[src/rtl/rs_pkg.sv]
package rs_pkg;

  typedef enum logic [2:0] {
    ST_IDLE    = 3'd0,
    ST_PULL    = 3'd1,
    ST_SDA_HI  = 3'd2,
    ST_WAIT_HI = 3'd3,
    ST_BOTH_HI = 3'd4,
    ST_SDA_LO  = 3'd5
  } rs_state_e;

  // Length of one timing unit, in clock cycles, for a given reload value.
  function automatic int unsigned baud_cycles(input int unsigned reload);
    return reload + 1;
  endfunction

  // Start condition: data falls while clock is high on two consecutive samples.
  function automatic logic is_start(input logic scl_p, input logic scl_n,
                                    input logic sda_p, input logic sda_n);
    return scl_p & scl_n & sda_p & ~sda_n;
  endfunction

endpackage

[src/rtl/rs_line_sync.sv]
module rs_line_sync #(
  parameter int W      = 2,
  parameter int STAGES = 2
) (
  input  logic         clk,
  input  logic         rst_n,
  input  logic [W-1:0] async_i,
  output logic [W-1:0] sync_o,
  output logic [W-1:0] prev_o
);
  localparam int CW = W * STAGES;

  logic [CW-1:0] chain_q;
  logic [W-1:0]  prev_q;

  always_ff @(posedge clk or negedge rst_n) begin
    if (!rst_n) begin
      chain_q <= '1;
      prev_q  <= '1;
    end else begin
      chain_q <= {chain_q[CW-W-1:0], async_i};
      prev_q  <= chain_q[CW-1 -: W];
    end
  end

  assign sync_o = chain_q[CW-1 -: W];
  assign prev_o = prev_q;
endmodule

[src/rtl/rs_baud_ctr.sv]
module rs_baud_ctr #(
  parameter int W = 7
) (
  input  logic         clk,
  input  logic         rst_n,
  input  logic         load,
  input  logic         run,
  input  logic [W-1:0] reload,
  output logic         expired
);
  logic [W-1:0] cnt_q;

  always_ff @(posedge clk or negedge rst_n) begin
    if (!rst_n)                   cnt_q <= '0;
    else if (load)                cnt_q <= reload;
    else if (run && cnt_q != '0)  cnt_q <= cnt_q - 1'b1;
  end

  assign expired = (cnt_q == '0);

  // counter holds while the sequencer waits on a line level
  a_r4_hold_when_waiting: assert property (@(posedge clk) disable iff (!rst_n)
    (!load && !run) |=> $stable(cnt_q));
endmodule

[src/rtl/rs_seq_fsm.sv]
module rs_seq_fsm
  import rs_pkg::*;
(
  input  logic clk,
  input  logic rst_n,
  input  logic req_set,
  input  logic evt_pending,
  input  logic scl_s,
  input  logic sda_s,
  input  logic scl_prev,
  input  logic sda_prev,
  input  logic brg_expired,
  output logic brg_load,
  output logic brg_run,
  output logic scl_oe,
  output logic sda_oe,
  output logic rs_req,
  output logic done_evt,
  output logic bcol_evt,
  output logic start_evt
);
  rs_state_e st_q, st_d;
  logic      hold_q, hold_d;

  always_comb begin
    st_d     = st_q;
    hold_d   = hold_q;
    brg_load = 1'b0;
    brg_run  = 1'b0;
    done_evt = 1'b0;
    bcol_evt = 1'b0;
    case (st_q)
      ST_IDLE: if (req_set && !evt_pending) begin
        st_d   = ST_PULL;
        hold_d = 1'b0;
      end
      ST_PULL: if (!scl_s) begin
        st_d     = ST_SDA_HI;
        brg_load = 1'b1;
      end
      ST_SDA_HI: begin
        brg_run = 1'b1;
        if (brg_expired && sda_s) st_d = ST_WAIT_HI;
      end
      ST_WAIT_HI: if (scl_s) begin
        if (!sda_s) bcol_evt = 1'b1;
        else begin
          st_d     = ST_BOTH_HI;
          brg_load = 1'b1;
        end
      end
      ST_BOTH_HI: begin
        brg_run = 1'b1;
        if (!scl_s) bcol_evt = 1'b1;
        else if (brg_expired) begin
          st_d     = ST_SDA_LO;
          brg_load = 1'b1;
        end
      end
      ST_SDA_LO: begin
        brg_run = 1'b1;
        if (brg_expired) begin
          st_d     = ST_IDLE;
          hold_d   = 1'b1;
          done_evt = 1'b1;
        end
      end
      default: st_d = ST_IDLE;
    endcase
    if (bcol_evt) begin
      st_d   = ST_IDLE;
      hold_d = 1'b0;
    end
  end

  always_ff @(posedge clk or negedge rst_n) begin
    if (!rst_n) begin
      st_q   <= ST_IDLE;
      hold_q <= 1'b0;
    end else begin
      st_q   <= st_d;
      hold_q <= hold_d;
    end
  end

  assign scl_oe    = (st_q == ST_PULL) || (st_q == ST_SDA_HI);
  assign sda_oe    = (st_q == ST_SDA_LO) || (st_q == ST_IDLE && hold_q);
  assign rs_req    = (st_q != ST_IDLE);
  assign start_evt = is_start(scl_prev, scl_s, sda_prev, sda_s);

  // request refused while another event is pending
  a_r1_idle_only: assert property (@(posedge clk) disable iff (!rst_n)
    (st_q == ST_IDLE && req_set && evt_pending) |=> !rs_req);
  // no counter load until SCL is seen low
  a_r2_wait_scl_low: assert property (@(posedge clk) disable iff (!rst_n)
    (st_q == ST_PULL && scl_s) |=> (scl_oe && st_q == ST_PULL));
  // SCL stays held while SDA is seen low
  a_r3_hold_scl: assert property (@(posedge clk) disable iff (!rst_n)
    (st_q == ST_SDA_HI && !sda_s) |=> scl_oe);
  // SDA left pulled low after completion
  a_r5_keep_sda: assert property (@(posedge clk) disable iff (!rst_n)
    done_evt |=> (sda_oe && !rs_req && !scl_oe));
  // collision releases both lines
  a_r9_release: assert property (@(posedge clk) disable iff (!rst_n)
    bcol_evt |=> (!scl_oe && !sda_oe && !rs_req));
endmodule

[src/rtl/i2c_rstart_gen.sv]
module i2c_rstart_gen #(
  parameter int BRG_W       = 7,
  parameter int DATA_W      = 8,
  parameter int CTL_W       = 4,
  parameter int SYNC_STAGES = 2
) (
  input  logic              clk,
  input  logic              rst_n,
  input  logic              rs_req_set,
  input  logic [BRG_W-1:0]  brg_reload,
  input  logic              tx_wr,
  input  logic [DATA_W-1:0] tx_data,
  input  logic              ctl_wr,
  input  logic [CTL_W-1:0]  ctl_data,
  input  logic              flags_clr,
  input  logic              scl_in,
  input  logic              sda_in,
  output logic              scl_oe,
  output logic              sda_oe,
  output logic              rs_req,
  output logic              start_seen,
  output logic              irq_flag,
  output logic              wcol,
  output logic              bcol,
  output logic [DATA_W-1:0] tx_buf,
  output logic [CTL_W-1:0]  ctl_bits
);
  localparam int LINES = 2;

  logic [LINES-1:0] line_s, line_p;
  logic brg_load, brg_run, brg_expired;
  logic done_evt, bcol_evt, start_evt;

  rs_line_sync #(.W(LINES), .STAGES(SYNC_STAGES)) u_sync (
    .clk(clk), .rst_n(rst_n), .async_i({scl_in, sda_in}),
    .sync_o(line_s), .prev_o(line_p)
  );

  rs_baud_ctr #(.W(BRG_W)) u_brg (
    .clk(clk), .rst_n(rst_n), .load(brg_load), .run(brg_run),
    .reload(brg_reload), .expired(brg_expired)
  );

  rs_seq_fsm u_fsm (
    .clk(clk), .rst_n(rst_n), .req_set(rs_req_set),
    .evt_pending(ctl_bits != '0),
    .scl_s(line_s[1]), .sda_s(line_s[0]),
    .scl_prev(line_p[1]), .sda_prev(line_p[0]),
    .brg_expired(brg_expired), .brg_load(brg_load), .brg_run(brg_run),
    .scl_oe(scl_oe), .sda_oe(sda_oe), .rs_req(rs_req),
    .done_evt(done_evt), .bcol_evt(bcol_evt), .start_evt(start_evt)
  );

  always_ff @(posedge clk or negedge rst_n) begin
    if (!rst_n) begin
      start_seen <= 1'b0;
      irq_flag   <= 1'b0;
      wcol       <= 1'b0;
      bcol       <= 1'b0;
      tx_buf     <= '0;
      ctl_bits   <= '0;
    end else begin
      if (flags_clr) begin
        start_seen <= 1'b0;
        irq_flag   <= 1'b0;
        wcol       <= 1'b0;
        bcol       <= 1'b0;
      end
      if (start_evt) start_seen <= 1'b1;
      if (done_evt)  irq_flag   <= 1'b1;
      if (bcol_evt)  bcol       <= 1'b1;
      if (tx_wr) begin
        if (rs_req) wcol   <= 1'b1;
        else        tx_buf <= tx_data;
      end
      if (ctl_wr && !rs_req) ctl_bits <= ctl_data;
    end
  end

  // buffer write during the sequence collides and is dropped
  a_r7_wcol: assert property (@(posedge clk) disable iff (!rst_n)
    (tx_wr && rs_req) |=> (wcol && $stable(tx_buf)));
  // control writes refused during the sequence
  a_r8_no_queue: assert property (@(posedge clk) disable iff (!rst_n)
    (ctl_wr && rs_req) |=> $stable(ctl_bits));
  // collision never raises the completion flag
  a_r9_no_irq: assert property (@(posedge clk) disable iff (!rst_n)
    (bcol_evt && !irq_flag) |=> !irq_flag);
endmodule

[config.mk]
export PLATFORM = sky130hd
export DESIGN_NAME = i2c_rstart_gen
export DESIGN_NICKNAME = d
export VERILOG_FILES = /design/src/rtl/rs_pkg.sv /design/src/rtl/rs_line_sync.sv /design/src/rtl/rs_baud_ctr.sv /design/src/rtl/rs_seq_fsm.sv /design/src/rtl/i2c_rstart_gen.sv
export SDC_FILE = /design/constraint.sdc
export NUM_CORES = 1
export LEC_CHECK = 0
export ABC_AREA = 1
export ABC_CLOCK_PERIOD_IN_PS = 3250
export BUFFER_PORTS_ARGS = -buffer_cell sky130_fd_sc_hd__buf_2
export CORE_ASPECT_RATIO = 1.1
export CORE_UTILIZATION = 55
export DETAILED_ROUTE_END_ITERATION = 16
export PLACE_DENSITY = 0.83
export SLEW_MARGIN = 10
export SYNTH_ARGS = -nofsm -noshare
export SYNTH_HDL_FRONTEND = slang
export SYNTH_HIERARCHICAL = 1
export SYNTH_SLANG_ARGS = --single-unit
[constraint.sdc]
create_clock -name clk -period 3.25 [get_ports clk]
set_input_delay 0.325 -clock clk [delete_from_list [all_inputs] [get_ports clk]]
set_output_delay 0.325 -clock clk [all_outputs]
set_load 0.02 [all_outputs]
### After elaboration in Yosys (flattened, before gate mapping)

Index checks and enable logic that the tools add are counted.

| storage, ports and cells | value |
|---|---|
| flip-flop bits (word level) | 33 |
| input port bits | 27 |
| output and inout port bits | 19 |
| logic and storage cells | 87 |

| cells by class | value |
|---|---|
| add/subtract/negate cells | 1 |
| eq/ne operators | 13 |
| mux-type cells | 34 |
| bitwise operators | 5 |
| reductions and logical operators | 23 |

Operators with widths:

| kind | number |
|---|---|
| 3-bit two-way mux | 9 |
| 1-bit two-way mux | 19 |
| 3-bit one-hot mux with 6 select lines | 1 |
| 7-bit two-way mux | 2 |
| 3-bit by 2-bit inequality test with 1-bit output, second input constant | 4 |
| 3-bit inequality test, second input constant | 4 |
| 8-bit AND reduction | 1 |
| 2-bit nonzero test | 4 |
| 7-bit zero test | 1 |
| 7-bit nonzero test | 1 |
| 7-bit by 1-bit subtractor with 7-bit output, second input constant | 1 |
| 3-bit by 2-bit == test with 1-bit output, second input constant | 2 |
| 3-bit == test, second input constant | 2 |
| 3-bit nonzero test | 2 |
| 1-bit logical AND | 5 |
| 1-bit one-hot mux with 2 select lines | 2 |
| 4-bit nonzero test | 1 |
| 1-bit AND | 3 |
| 3-bit by 1-bit == test with 1-bit output, second input constant | 1 |
| 3-bit zero test | 1 |
| 1-bit one-hot mux with 3 select lines | 1 |
| 3-bit AND reduction | 1 |
| 3-bit OR reduction | 1 |
| 1-bit zero test | 2 |
| 3 further kinds | 5 |

### Logic depth before layout (Yosys ltp)

Gate-level depths: netlist (run 1).

| depth | value |
|---|---|
| word-level depth | 6 |
| mapped depth | 13 |
| mapped depth without buffers | 13 |

### By module

Netlist (run 1), hierarchy kept.

Modules (own cells, without submodules):

| module | times used | cells an instance | area each (um^2) | seq. area each (um^2) |
|---|---|---|---|---|
| i2c_rstart_gen | 1 | 69 | 644.4 | 400.4 |
| rs_baud_ctr | 1 | 75 | 485.5 | 175.2 |
| rs_seq_fsm | 1 | 65 | 404.1 | 100.1 |
| rs_line_sync | 1 | 8 | 172.7 | 157.7 |

### Worst setup path before layout (run 1)

Ideal clock, no wire load.

| path | value |
|---|---|
| path kind | flip-flop to flip-flop |
| start point | reg u_brg.cnt_q[0] |
| end point | reg u_brg.cnt_q[2] |
| setup time | 0.121 ns |
| arrival | 2.083 ns |
| required time | 3.129 ns |
| path slack | 1.045 ns |
| cell stages (with the launch flop) | 13 |
| buffers on the path | 1 |
| period minus slack after synthesis | 2.205 ns |
| cells stage by stage | dfrtp_1 -> inv_1 -> ha_1 -> nand2_1 -> nor2_1 -> inv_1 -> o21ai_0 -> o211ai_1 -> o21ai_0 -> clkbuf_1 -> o21ai_0 -> nand2_1 -> o21ai_1 |

| on the way | value |
|---|---|
| word-level cells in the longest chain between the ends | 5 |
| elaborated cells between the ends (all ways) | 10 |
| classes of those cells | add/sub: 1; mux: 5; reduce/logical: 4 |

RTL lines:

| item | RTL line | RTL |
|---|---|---|
| start, declared | rs_baud_ctr.sv:11 | `logic [W-1:0] cnt_q;` |
| start signal, assigned | rs_baud_ctr.sv:15 | `else if (load) cnt_q <= reload;` |
| start signal, assigned | rs_baud_ctr.sv:16 | `else if (run && cnt_q != '0) cnt_q <= cnt_q - 1'b1;` |
| 7-bit zero test (*) | rs_baud_ctr.sv:19 | `assign expired = (cnt_q == '0);` |
| named net brg_expired | i2c_rstart_gen.sv:31 | `logic brg_load, brg_run, brg_expired;` |
| 1-bit two-way mux (*) | rs_seq_fsm.sv:55 | `else if (brg_expired) begin` |
| 1-bit two-way mux (*) | rs_seq_fsm.sv:54 | `if (!scl_s) bcol_evt = 1'b1;` |
| 1-bit one-hot mux with 3 select lines (*) | rs_seq_fsm.sv:32 | `case (st_q)` |
| named net brg_load | i2c_rstart_gen.sv:31 |  |
| 7-bit two-way mux or 2-bit nonzero test (tied branches) | - |  |

The timed path passes the listed nets; every way through them passes the cells marked *. The select of a mux whose other input is x is not followed.
A chain may end at the register's enable or synchronous reset.

### Final worst setup path (run 1)

| path | value |
|---|---|
| start point | reg u_brg.cnt_q[0] |
| end point | reg u_brg.cnt_q[4] |

The elaborated chain is that of the path after synthesis.

==> flow_summary.json, run 1 <==
{
  "finalSetupTns_ps": 0,
  "hp-class": "input port to asynchronous set/reset pin",
  "track_usage_pct": 23.42,
  "rsz0062_at_grt": "no",
  "areaGrowthSynthToFinish_pct": 17.67,
  "synth_warnings": 6,
  "post_cts_resized": 0,
  "worstSkewPairLatency_ps": 330,
  "p_total_uw": 1906,
  "core-area_um2": 2853,
  "pwr-share-seq_pct": 35.3,
  "clock_path_buffers": 2,
  "clock_sinks": 33,
  "ioPinCount": 46,
  "highest_layer": "met4",
  "initial_utilization_pct": 59.82,
  "n_antenna_cell": 0,
  "vdd_drop_max_mv": 0.7509,
  "fin_worst_skew_ps": 18.90,
  "ys_seq_elements": 33,
  "setup_viol": 0,
  "crit_fanout": 11,
  "worstSetupEndpointType": "register",
  "worstPathCellList": "inv_1 -> ha_1 -> nand2_1 -> nor2_1 -> inv_1 -> o21ai_0 -> o211ai_1 -> o21ai_1 -> inv_1 -> nand3_1 -> nand2_1 -> nand2_1 -> o21ai_1",
  "dp_hpwl_um": 2395,
  "critPathBufInv": 3,
  "grt_max_degree": 34,
  "worst_pin_slew_ps": 696.1,
  "portBuffers": 45,
  "power.density_nw_per_um2": 949.4,
  "antenna_found_initial": 0,
  "drc": 0,
  "required_ps": 3470,
  "grt_pass1_wl_um": 5506,
  "final_common_cell": "nand2_1",
  "n_fill_cell": 252,
  "clkPwrFrac_pct": 15.3,
  "dieHeight_um": 60.43,
  "cts_setup_buffers": 0,
  "crit_path_top_delay_cell": "dfrtp_1",
  "vias": 1496,
  "gp_congestion": 0.8869,
  "ys_seq_area_share_pct": 48.83,
  "arrival_ps": 2950,
  "finalMaxSlewViolations": 0,
  "drt_pass1_iterations": 6,
  "overflow": 0,
  "rows": 20,
  "syn_nets": 245,
  "die_w_um": 55.11,
  "dr_wl_met3_um": 105,
  "cts_hold_buf": 0,
  "swShare_pct": 45.32,
  "max_freq_mhz": 366.1,
  "layout.cells.non_filler": 298,
  "drt_iter0_drc": 28,
  "clk_pin_slew_ps": 110,
  "p_leak_uw": 0.001118,
  "slew_headroom_pct": 53.60,
  "layout.nets": 292,
  "cts_root_buf": "clkbuf_4",
  "routed_wl_um": 3157,
  "drive_gt1_share_pct": 29.06,
  "finalHoldViolCount": 0,
  "crit_family": "compound AO/OA/AOI/OAI gates",
  "die_area_um2": 3330,
  "p_comb_share_pct": 49.4,
  "cts_made_buffers": 5,
  "cellInternalPower_uw": 1042,
  "grt_pass1_vias": 1298,
  "wl_met2_um": 1493,
  "timing.final.crit_period_ps": 2732,
  "syn_avg_cell_area_um2": 7.865,
  "drt-met1-wl_um": 1509,
  "fin_crit_sh_pct": 84.05,
  "synthDistinctLibCells": 25,
  "vias_per_cell": 5.020,
  "cts_tree": "done",
  "p_sw_uw": 864.0,
  "crit_type": "register to register",
  "synthesis.instances": 217,
  "wl_per_cell_um": 10.59,
  "dp_cells": 290,
  "htreeDepth": 2,
  "outcome": "completed",
  "layout_common_cells": "66 x nand2_1, 45 x buf_2, 33 x nand3_1",
  "cap_violations": 0,
  "syn_area_um2": 1707,
  "ant_nets": 0,
  "cpPeakStageDelay_ps": 390,
  "cp-start-kind": "register"
}
[registers in the layout, indices dropped and copies added (netlist names)]
signal          cells
u_fsm/hold_q        1
wcol                1
irq_flag            1
u_brg/cnt_q         7
tx_buf              8
u_sync/prev_o       2
start_seen          1
bcol                1
ctl_bits            4
u_sync/chain_q      4
u_fsm/st_q          3
[power by group through the flow]
stage	Combinational, µW	Sequential, µW	Clock (µW)
5_1_grt	1090	695	318
2_1_floorplan	632	765	0
6_report	942	673	292
3_3_place_gp	929	677	0
3_5_place_dp	945	680	0
4_1_cts	947	673	303
[worst register-to-register path: stages, from the launching register on]
cell and delay (ps):
dfrtp_1 390, inv_1 160, ha_1 260, nand2_1 90
nor2_1 360, inv_1 110, o21ai_0 170, o211ai_1 120
o21ai_1 370, inv_1 300, nand3_1 150, nand2_1 50
nand2_1 50, o21ai_1 50
[metal layers]
metal,global-route usage (%),vias up
li1,-,780
met1,30.62,684
met2,36.83,26
met3,7.519,6
met4,7.500,0
met5,0,-
[cell usage after synthesis]
library cell | instances | area share (%)
ha_1 | 1 | 0.73
nand4_1 | 3 | 1.1
nor2_4 | 1 | 0.66
dfstp_2 | 6 | 9.2
inv_1 | 25 | 5.5
clkbuf_1 | 1 | 0.22
nand3_1 | 33 | 9.7
o21ai_1 | 3 | 0.88
nand2_4 | 2 | 1.3
nor2_2 | 6 | 2.2
nand2_1 | 66 | 15
nand2_2 | 5 | 1.8
and3_1 | 1 | 0.37
o211ai_1 | 1 | 0.44
o21bai_1 | 3 | 1.3
buf_4 | 2 | 0.88
o21ai_0 | 8 | 2.3
buf_6 | 2 | 1.3
a21oi_1 | 1 | 0.29
nor2_1 | 14 | 3.1
dfrtp_1 | 27 | 40
inv_2 | 2 | 0.44
o21a_1 | 1 | 0.44
o21ai_2 | 2 | 1.0
nand3_2 | 1 | 0.59
[worst paths after layout]
path / to / slack [ps] / cells after the start / from
max: u_brg/cnt_q[4] / 520 / 13 / u_brg/cnt_q[0]
min: tx_buf[3] / 30 / 1 / rst_n
max reg2reg: u_brg/cnt_q[4] / 520 / 13 / u_brg/cnt_q[0]
min reg2reg: u_sync/chain_q[2] / 360 / 0 / u_sync/chain_q[0]
max in group asynchronous: u_fsm/hold_q / 2760 / 1 / rst_n
min in group clk: u_sync/chain_q[1] / 90 / 1 / scl_in
[final cells by class]
cell class | instances | area (µm²) | share of cell area [%]
timing repair buffer | 45 | 225.2 | 11.21
clock buffer | 6 | 41.29 | 2.056
tap | 33 | 41.29 | 2.056
clock inverter | 2 | 35.03 | 1.745
multi-input combinational | 152 | 730.7 | 36.39
inverter | 27 | 101.3 | 5.047
sequential | 33 | 833.3 | 41.50
[logic make-up (layout without fill, tap and decap cells)]
kind of cell / after synthesis / count (layout) / synth area share, %
AND/OR/NAND/NOR: 132 / 132 / 35.34
flip-flops: 33 / 33 / 48.83
buffers and inverters: 32 / 80 / 8.357
AO/OA/AOI/OAI: 19 / 19 / 6.745
adder cells (fa/ha/maj): 1 / 1 / 0.7330
[stage by stage]
stage	area [µm²]	hold WS [ps]	setup WS [ps]	utilization, %
after floorplan	1707	29.41	1045	-
after global placement	1932	346.3	491.0	67.72
after detailed placement	1932	346.8	396.2	67.72
after CTS	2008	33.77	371.8	70.39
after global routing	2008	57.89	51.83	70.39
final	2008	28.91	518.3	70.39
No activity file was read; power rests on OpenSTA's default activity.
==> inputs of run 2 (changes only) <==
Settings changed: ABC_CLOCK_PERIOD_IN_PS 3250 to 2700, CORE_UTILIZATION 55 to 52, PLACE_DENSITY 0.83 to 0.79.
Clock period 3.25 ns to 2.7 ns, I/O delays scaled along.
==> run 2 against run 1 <==
Global-route usage shrank 2.4 points. Count of clock-buffer cells in the layout unchanged. Highest routed layer unchanged. Cell area is 2.9% higher. Sequential power grew 20%. Critical path depth up 1. Largest cell class unchanged. Register-to-register slack got worse by 70 ps. Maximum frequency rose by 21%. Setup slack worse by 72 ps. Via count rose by 2.5%. Core utilization fell by 3.2 points.
==> flow_summary.json, run 2 (synthesized netlist as in run 1, its figures left out) <==
{
  "cts_tree": "done",
  "hold_path_depth": 3,
  "grt_max_degree": 34,
  "finalSetupTns_ps": 0,
  "dp_hpwl_um": 2504,
  "reg.largest.list": "tx_buf (8), u_brg/cnt_q (7)",
  "clk_pin_slew_ps": 100,
  "p_total_uw": 2358,
  "cts_made_buffers": 5,
  "pwr-share-seq_pct": 34.3,
  "cellInternalPower_uw": 1295,
  "worstPathCellList": "inv_1 -> ha_1 -> nand2_1 -> nor2_1 -> inv_1 -> o21ai_0 -> o211ai_1 -> o21ai_0 -> buf_4 -> inv_1 -> nand3_1 -> nand2_1 -> nand2_1 -> o21ai_1",
  "worstSkewPairLatency_ps": 330,
  "timing.final.crit_period_ps": 2254,
  "reg2reg_from": "u_brg/cnt_q[0]",
  "initial_utilization_pct": 55.51,
  "die_area_um2": 3515,
  "p_sw_uw": 1063,
  "post_cts_resized": 0,
  "vias_per_cell": 5.046,
  "ioPinCount": 46,
  "routed_wl_um": 3349,
  "dp_cells": 293,
  "setup_viol": 0,
  "ant_nets": 0,
  "drt_iter0_drc": 56,
  "finalHoldViolCount": 0,
  "regToRegSetupSlack_ps": 450,
  "worst_pin_slew_ps": 704.4,
  "min-delay-start": "brg_reload[6]",
  "swShare_pct": 45.08,
  "drt_pass1_iterations": 4,
  "cts_setup_buffers": 0,
  "max_freq_mhz": 443.7,
  "cap_violations": 0,
  "gp_congestion": 0.8700,
  "drc": 0,
  "core-area_um2": 3074,
  "n_antenna_cell": 0,
  "slew_headroom_pct": 53.04,
  "cpPeakStageDelay_ps": 380,
  "drive_gt1_share_pct": 29.63,
  "fin_util_pct": 67.24,
  "die_w_um": 56.62,
  "wl_per_cell_um": 11.02,
  "whs_endpoint": "u_brg/cnt_q[6]",
  "portBuffers": 45,
  "clkPwrFrac_pct": 16.5,
  "cts_root_buf": "clkbuf_4",
  "layout.cells.non_filler": 304,
  "vias": 1534,
  "grt_pass1_wl_um": 5506,
  "overflow": 0,
  "r2r_cells": 14,
  "layout_common_cells": "66 x nand2_1, 45 x buf_2, 33 x nand3_1",
  "crit_type": "register to register",
  "fin_worst_skew_ps": 9.053,
  "p_leak_uw": 0.001143,
  "required_ps": 2930,
  "cp-start-kind": "register",
  "top_register": "tx_buf",
  "finalMaxSlewViolations": 0,
  "largest_reg_flops": 8,
  "track_usage_pct": 20.99,
  "whs_ps": 140.2,
  "outcome": "completed",
  "final_common_cell": "nand2_1",
  "fin_crit_sh_pct": 83.47,
  "antenna_found_initial": 0,
  "grt_pass1_vias": 1311,
  "power.density_nw_per_um2": 1141,
  "cts_hold_buf": 1,
  "areaGrowthSynthToFinish_pct": 21.11,
  "worstSetupEndpointType": "register",
  "clock_path_buffers": 2,
  "layout.nets": 297,
  "hp-class": "input port to register",
  "clock_sinks": 33,
  "dieHeight_um": 62.09,
  "crit_fanout": 11,
  "arrival_ps": 2480,
  "r2r-end": "u_brg/cnt_q[4]",
  "p_comb_share_pct": 49.2,
  "htreeDepth": 2,
  "crit_path_top_delay_cell": "dfrtp_1",
  "vdd_drop_max_mv": 0.7365,
  "rows": 21,
  "rsz0062_at_grt": "no"
}
## run 2: power groups by stage
| stage | clock, µW | sequential [µW] | combinational (µW) |
|---|---|---|---|
| after floorplan | 0 | 921 | 761 |
| after global placement | 0 | 816 | 1140 |
| after detailed placement | 0 | 817 | 1170 |
| after CTS | 401 | 808 | 1170 |
| after global routing | 422 | 831 | 1320 |
| final | 388 | 809 | 1160 |
## run 2: worst max-delay path, delay by kind of cell (launching register included)
| kind | cells | cell delay (ps) |
|---|---|---|
| compound gates | 4 | 430 |
| fa+ha+maj | 1 | 280 |
| buf+inv | 4 | 580 |
| flops | 1 | 380 |
| simple gates | 5 | 470 |
## run 2: final cells by class
cell class | count | area, µm²
flip-flops and latches | 33 | 833.3
fillers | 274 | 1007
clock inverters | 2 | 37.54
well taps | 34 | 42.54
inverters | 27 | 101.3
multi-input cells | 152 | 730.7
clock buffers | 6 | 51.30
repair buffers | 50 | 270.3
## run 2: layer usage
metal	global-route usage (%)	wire length, µm	part of all wire, %
met1	24.77	1528	46
met2	36.47	1692	51
met3	6.211	104	3.1
met4	9.059	23	0.69
met5	0	0	0
## run 2: worst max-delay path by stage
stage	endpoint	cells past startpoint	startpoint	slack, ps
6_report	u_brg/cnt_q[4]	14	u_brg/cnt_q[0]	450
5_1_grt	u_brg/cnt_q[3]	14	u_brg/cnt_q[0]	180
4_1_cts	u_brg/cnt_q[3]	14	u_brg/cnt_q[0]	450
3_5_place_dp	u_brg/cnt_q[3]	14	u_brg/cnt_q[0]	480
3_3_place_gp	u_brg/cnt_q[4]	14	u_brg/cnt_q[0]	610
2_1_floorplan	u_brg/cnt_q[2]	12	u_brg/cnt_q[0]	500
## run 2: through the flow
stage	setup slack, ps	instance area [µm²]
2_1_floorplan	495.4	1707
3_3_place_gp	607.5	1948
3_5_place_dp	480.5	1948
4_1_cts	449.3	2047
5_1_grt	178.4	2067
6_report	446.3	2067
